===== src/rtl/comb_switch.sv =====
module comb_switch #(
  parameter int ADDR_W    = 8,
  parameter int DATA_W    = 16,
  parameter int TAG_W     = 2,
  parameter int ROUTE_BIT = 0
)(
  input  logic                        clk,
  input  logic                        rst_n,
  input  logic [1:0]                  req_valid,
  output logic [1:0]                  req_ready,
  input  logic [1:0][ADDR_W-1:0]      req_addr,
  input  logic [1:0][1:0]             req_op,
  input  logic [1:0][DATA_W-1:0]      req_data,
  input  logic [1:0][TAG_W-1:0]       req_tag,
  output logic [1:0]                  fwd_valid,
  input  logic [1:0]                  fwd_ready,
  output logic [1:0][ADDR_W-1:0]      fwd_addr,
  output logic [1:0][1:0]             fwd_op,
  output logic [1:0][DATA_W-1:0]      fwd_data,
  output logic [1:0][TAG_W:0]         fwd_tag,
  input  logic [1:0]                  ret_valid,
  output logic [1:0]                  ret_ready,
  input  logic [1:0][DATA_W-1:0]      ret_data,
  input  logic [1:0][TAG_W:0]         ret_tag,
  output logic [1:0]                  rsp_valid,
  output logic [1:0][DATA_W-1:0]      rsp_data,
  output logic [1:0][TAG_W-1:0]       rsp_tag
);
  localparam int IW  = TAG_W + 1;
  localparam int ENT = 1 << IW;
  localparam logic [1:0] OP_WR = 2'd1, OP_ADD = 2'd2;
  localparam logic [1:0] M_COPY = 2'd0, M_ADD = 2'd1, M_WDATA = 2'd2;

  logic [1:0] dst, grant, fire, cmb;
  logic same, combine, clash, win, ptr, rptr;
  logic [DATA_W-1:0] cdata, cval;
  logic [1:0] cmode;

  logic [ENT-1:0]    tv, tc;
  logic [TAG_W-1:0]  tot  [ENT];
  logic [1:0]        tm   [ENT];
  logic [DATA_W-1:0] tval [ENT];

  assign dst     = {req_addr[1][ROUTE_BIT], req_addr[0][ROUTE_BIT]};
  assign same    = (req_valid == 2'b11) && (req_addr[0] == req_addr[1]);
  assign combine = same && ((req_op[0] == OP_ADD) == (req_op[1] == OP_ADD));
  assign clash   = (req_valid == 2'b11) && (dst[0] == dst[1]) && !combine;
  assign win     = (req_op[1] == OP_WR);
  assign cdata   = (req_op[0] == OP_ADD) ? req_data[0] + req_data[1] : req_data[win];
  assign cval    = (req_op[0] == OP_ADD) ? req_data[0] : req_data[win];
  assign cmode   = (req_op[0] == OP_ADD) ? M_ADD :
                   (req_op[0] != req_op[1]) ? M_WDATA : M_COPY;

  always_comb begin
    for (int i = 0; i < 2; i++)
      grant[i] = req_valid[i] && (combine ? (i == 0) : clash ? (ptr == i[0]) : 1'b1);
  end

  always_comb begin
    fwd_valid = '0;
    fwd_addr  = '0;
    fwd_op    = '0;
    fwd_data  = '0;
    fwd_tag   = '0;
    for (int j = 0; j < 2; j++)
      for (int i = 0; i < 2; i++)
        if (grant[i] && dst[i] == j[0]) begin
          fwd_valid[j] = 1'b1;
          fwd_addr[j]  = req_addr[i];
          if (combine) begin
            fwd_op[j]   = req_op[win];
            fwd_data[j] = cdata;
            fwd_tag[j]  = {win, req_tag[win]};
          end else begin
            fwd_op[j]   = req_op[i];
            fwd_data[j] = req_data[i];
            fwd_tag[j]  = {i[0], req_tag[i]};
          end
        end
  end

  always_comb begin
    for (int i = 0; i < 2; i++)
      req_ready[i] = combine ? fwd_ready[dst[0]] : (grant[i] && fwd_ready[dst[i]]);
  end

  assign fire = fwd_valid & fwd_ready;
  assign cmb  = {combine && dst[0], combine && !dst[0]};

  logic take, sel, p;
  logic [IW-1:0]     rt;
  logic [DATA_W-1:0] rv;

  assign take      = |ret_valid;
  assign sel       = (ret_valid == 2'b11) ? rptr : ret_valid[1];
  assign ret_ready = {take && sel, take && !sel};
  assign rt        = ret_tag[sel];
  assign rv        = ret_data[sel];
  assign p         = rt[TAG_W];

  always_comb begin
    rsp_valid = '0;
    rsp_data  = '0;
    rsp_tag   = '0;
    if (take) begin
      rsp_valid[p] = 1'b1;
      rsp_tag[p]   = rt[TAG_W-1:0];
      rsp_data[p]  = rv;
      if (tv[rt] && tc[rt]) begin
        rsp_valid[~p] = 1'b1;
        rsp_tag[~p]   = tot[rt];
        case (tm[rt])
          M_ADD:   rsp_data[~p] = rv + tval[rt];
          M_WDATA: rsp_data[~p] = tval[rt];
          default: rsp_data[~p] = rv;
        endcase
      end
    end
  end

  always_ff @(posedge clk or negedge rst_n) begin
    if (!rst_n) begin
      ptr  <= 1'b0;
      rptr <= 1'b0;
      tv   <= '0;
      tc   <= '0;
    end else begin
      if (clash && req_valid[ptr] && req_ready[ptr]) ptr <= ~ptr;
      if (ret_valid == 2'b11) rptr <= ~sel;
      for (int e = 0; e < ENT; e++) begin
        if (fire[0] && fwd_tag[0] == IW'(e)) begin
          tv[e] <= 1'b1;
          tc[e] <= cmb[0];
        end else if (fire[1] && fwd_tag[1] == IW'(e)) begin
          tv[e] <= 1'b1;
          tc[e] <= cmb[1];
        end else if (take && rt == IW'(e)) begin
          tv[e] <= 1'b0;
        end
      end
    end
  end

  always_ff @(posedge clk) begin
    for (int e = 0; e < ENT; e++)
      if ((fire[0] && fwd_tag[0] == IW'(e)) || (fire[1] && fwd_tag[1] == IW'(e))) begin
        tot[e]  <= req_tag[~win];
        tm[e]   <= cmode;
        tval[e] <= cval;
      end
  end
endmodule


===== config.mk =====
export PLATFORM = sky130hd
export DESIGN_NAME = comb_switch
export DESIGN_NICKNAME = d
export VERILOG_FILES = /design/src/rtl/comb_switch.sv
export SDC_FILE = /design/constraint.sdc
export NUM_CORES = 1
export LEC_CHECK = 0
export CAP_MARGIN = 0
export CORE_MARGIN = 4
export CORE_UTILIZATION = 40
export DETAILED_ROUTE_END_ITERATION = 6
export SLEW_MARGIN = 5
export SYNTH_ARGS = -nofsm -noshare
export SYNTH_HDL_FRONTEND = slang
export SYNTH_SLANG_ARGS = --single-unit
export TNS_END_PERCENT = 20

===== constraint.sdc =====
create_clock -name clk -period 13.8 [get_ports clk]
set_clock_uncertainty 0.15 [all_clocks]
set_input_delay 4.14 -clock clk [delete_from_list [all_inputs] [get_ports clk]]
set_output_delay 4.14 -clock clk [all_outputs]
set_load 0.05 [all_outputs]

==> metrics.md <==
| Metric | Value |
|---|---|
| Placed Instances | `1705` |
| Syn Std Cell Area | `about 12000 um2` |
| Synth top area cells | `edfxtp_1 (40%), mux4_2 (7.0%), nand2_1 (6.1%)` |
| WL per Instance | `between 20 and 25 um` |
| Clock Tree Buf Depth | `2` |
| CP startpoint kind | `input port` |
| Overall routed net length | `between 30000 and 40000 um` |
| DR vias | `roughly 10000` |
| Clock root buffer | `clkbuf_16` |
| Critical-path top delay cell | `clkdlybuf4s50_1` |
| Die X | `between 150 and 200 um` |
| Clock buffer count from CTS | `17` |
| Seq/Total Area, Yosys | `0.442` |
| FILL cells | `between 2000 and 3000` |
| GR Overflow Total | `0` |
| First-pass DRT Iterations | `5` |
| First-pass GRT wire length | `about 57000 um` |
| Max Freq | `75.2 MHz` |
| Unrepaired setup endpoints after global routing | `false` |
| Detail Placement HPWL | `26800 um` |
| Synth async-reset ratio | `0.101` |
| EDFF count, synth | `160` |
| Final nets | `1476` |
| Max-slew headroom | `0.299` |
| Core outline area | `around 29000 um2` |
| I/O pin count | `204` |
| Hold_buf cts | `0` |
| Synth Flop Type | `edfxtp_1` |
| Post-route antenna net violation count | `0` |
| GP Congestion | `between 0.8 and 0.9` |
| Crit-path cells | `clkdlybuf4s50_1 > inv_1 > o21ai_1 > nand2_2 > mux4_2 > nand2_1 > nand2_1 > ha_1 > fa_1 > a211oi_1 > o21ai_0 > a31oi_1 > xnor2_1 > nand2_1 > a2111oi_0 > o21ai_0 > a21oi_1 > buf_12` |
| Req. time, crit path | `about 9500 ps` |
| Final worst path period need | `about 13000 ps` |
| Min-Delay Path Class | `register to register` |
| Synthesized netlist net count | `roughly 1300` |
| Die Area | `~33000 um2` |
| Area share of the largest cell type after synthesis | `0.404` |
| Synthesis-stage register bit count | `178` |
| Synth warn | `0` |
| Cell variety after synth | `75` |
| Fin. max-slew vios | `0` |
| Crit. End Element | `output pin` |
| Part of the cycle the worst path needs | `0.964` |
| Pwr Density | `137 nW/um2` |
| Clock slew at reported path FFs | `around 80 ps` |
| LEAKAGE | `5.60 nW` |
| Antenna diodes | `0` |
| Final non-filler cell total | `1737` |
| Max-cap violations | `0` |
| Final setup TNS | `0 ps` |
| Area Growth Syn to Fin | `28.5%` |
| Largest net degree at the start of global routing | `47` |
| Initial antenna violation count | `0` |
| Row cnt | `62` |
| Post-CTS sizing | `0` |
| Actual slew at the worst max-slew pin | `approximately 1000 ps` |
| Multi-input gate area | `between 6000 and 7000 um2` |
| Fin. Hold Viols | `0` |
| Sequential cell area | `~5300 um2` |
| Post-place setup slack | `roughly 560 ps` |
| Worst skew pair latency | `about 430 ps` |
| Final WS setup | `between 500 and 600 ps` |
| Worst Path Arrival | `9010 ps` |
| Clock Sink Count | `~180` |
| Status | `finished clean` |
| H-tree depth | `4` |
| Setup CP Type | `input port to output pin` |
| Avg Cell Area, Syn | `around 10 um2` |
| DRC Markers | `0` |
| Setup Fix Bufs, Post-CTS | `0` |
| Post-synthesis cell count | `between 1000 and 1500` |
| Starting density of the core | `0.410` |
| CTS tree | `done` |
| Share of layout cells above drive strength 1 | `0.134` |
| Vias in the first global route | `approximately 9900` |
| I/O Buffers | `about 200` |
| Global Route Usage Sum | `0.215` |
| Largest area contributor in the netlist | `edfxtp_1` |
| Worst-path fanout max | `11` |
| Crit-path max cell delay | `approximately 650 ps` |
| Commonest non-fill, non-tap cell in the layout | `nand2_1` |
| Cell mode on critical path | `nand2_1` |
| Vias per cell | `5.90` |
| Initial drt markers | `roughly 900` |
| Commonest cells after routing, fill and taps aside | `nand2_1 (192), clkdlybuf4s50_1 (170), edfxtp_1 (160)` |
| Die height | `180 um` |
| # setup viols final | `0` |
| Peak supply drop | `roughly 0.000085 V` |
[stage by stage]
step	power, mW	hold WS [ps]	cell area (um2)	utilization
2_1_floorplan	1.27	295	11900	-
3_3_place_gp	1.63	311	14700	0.506
3_5_place_dp	1.63	316	14700	0.506
4_1_cts	2.09	333	15300	0.527
5_1_grt	2.19	347	15300	0.527
6_report	2.09	330	15300	0.527
[cells by family after synthesis]
kind of cell	share of synthesized area
adders and majority gates	0.0371
DFF	0.442
other	0.000315
AOI/OAI and AO/OA	0.217
and+or+nand+nor	0.132
muxes	0.112
buffers and inverters	0.0338
xor gates and xnor gates	0.0251
[worst paths after layout]
| kind | end | cells after the start | slack (ps) | startpoint |
|---|---|---|---|---|
| max in group asynchronous | tc[6] | 1 | 8870 | rst_n |
| min in group asynchronous | ptr | 1 | 4070 | rst_n |
| min | tv[0] | 1 | 330 | tv[0] |
| min reg2reg | tv[0] | 1 | 330 | tv[0] |
| max | rsp_data[26] | 18 | 500 | ret_valid[1] |
| max reg2reg | tval[6][7] | 6 | 9740 | ptr |
[synth_stat cells (all sizes together) (6+ instances only)]
library cell,number
edfxtp,160
nand2b,16
xnor2,25
a21oi,76
inv,32
clkbuf,53
o211ai,14
a211oi,13
a22o,26
mux2,32
nand2,193
a21o,17
nand4,10
nor2b,10
o22ai,25
ha,32
a22oi,31
mux2i,14
dfrtp,18
buf,15
a21boi,6
o21bai,9
nor2,50
mux4,37
o21ai,87
nor4,8
and3,8
xor2,9
nor3,19
a31oi,10
nand3,29
[critical path: cells and delay by family]
kind / cells / cell delay [ps]
AO/OA/AOI/OAI: 7 / 2070
AND/OR/NAND/NOR: 4 / 470
adder cells (fa/ha/maj): 2 / 750
buffers and inverters: 3 / 950
XOR/XNOR: 1 / 170
multiplexers: 1 / 460
[final cells by class]
cell class | instances | share of cell area
clock buffer | 17 | 0.0278
clock inverter | 15 | 0.0108
inverter | 34 | 0.00852
multi-input combinational | 880 | 0.411
sequential | 178 | 0.344
tap | 384 | 0.0314
timing repair buffer | 229 | 0.167
[state kept, by name, summed over array words and instances (netlist names)]
| register | flops |
|---|---|
| ptr | 1 |
| rptr | 1 |
| tc | 8 |
| tm | 16 |
| tot | 16 |
| tv | 8 |
| tval | 128 |
[report_power, final]
group / internal, mW / switching, mW
combinational: 0.395 / 0.597
sequential: 0.621 / 0.0108
clock: 0.244 / 0.222
[layer usage]
metal	share of wire	global-route usage	vias to the layer above
li1	-	-	4827
met1	0.45	0.306	4933
met5	0	0	-
met3	0.072	0.0406	41
met2	0.46	0.342	453
met4	0.016	0.0523	0
Note: power is estimated with default switching activity, not from simulation.
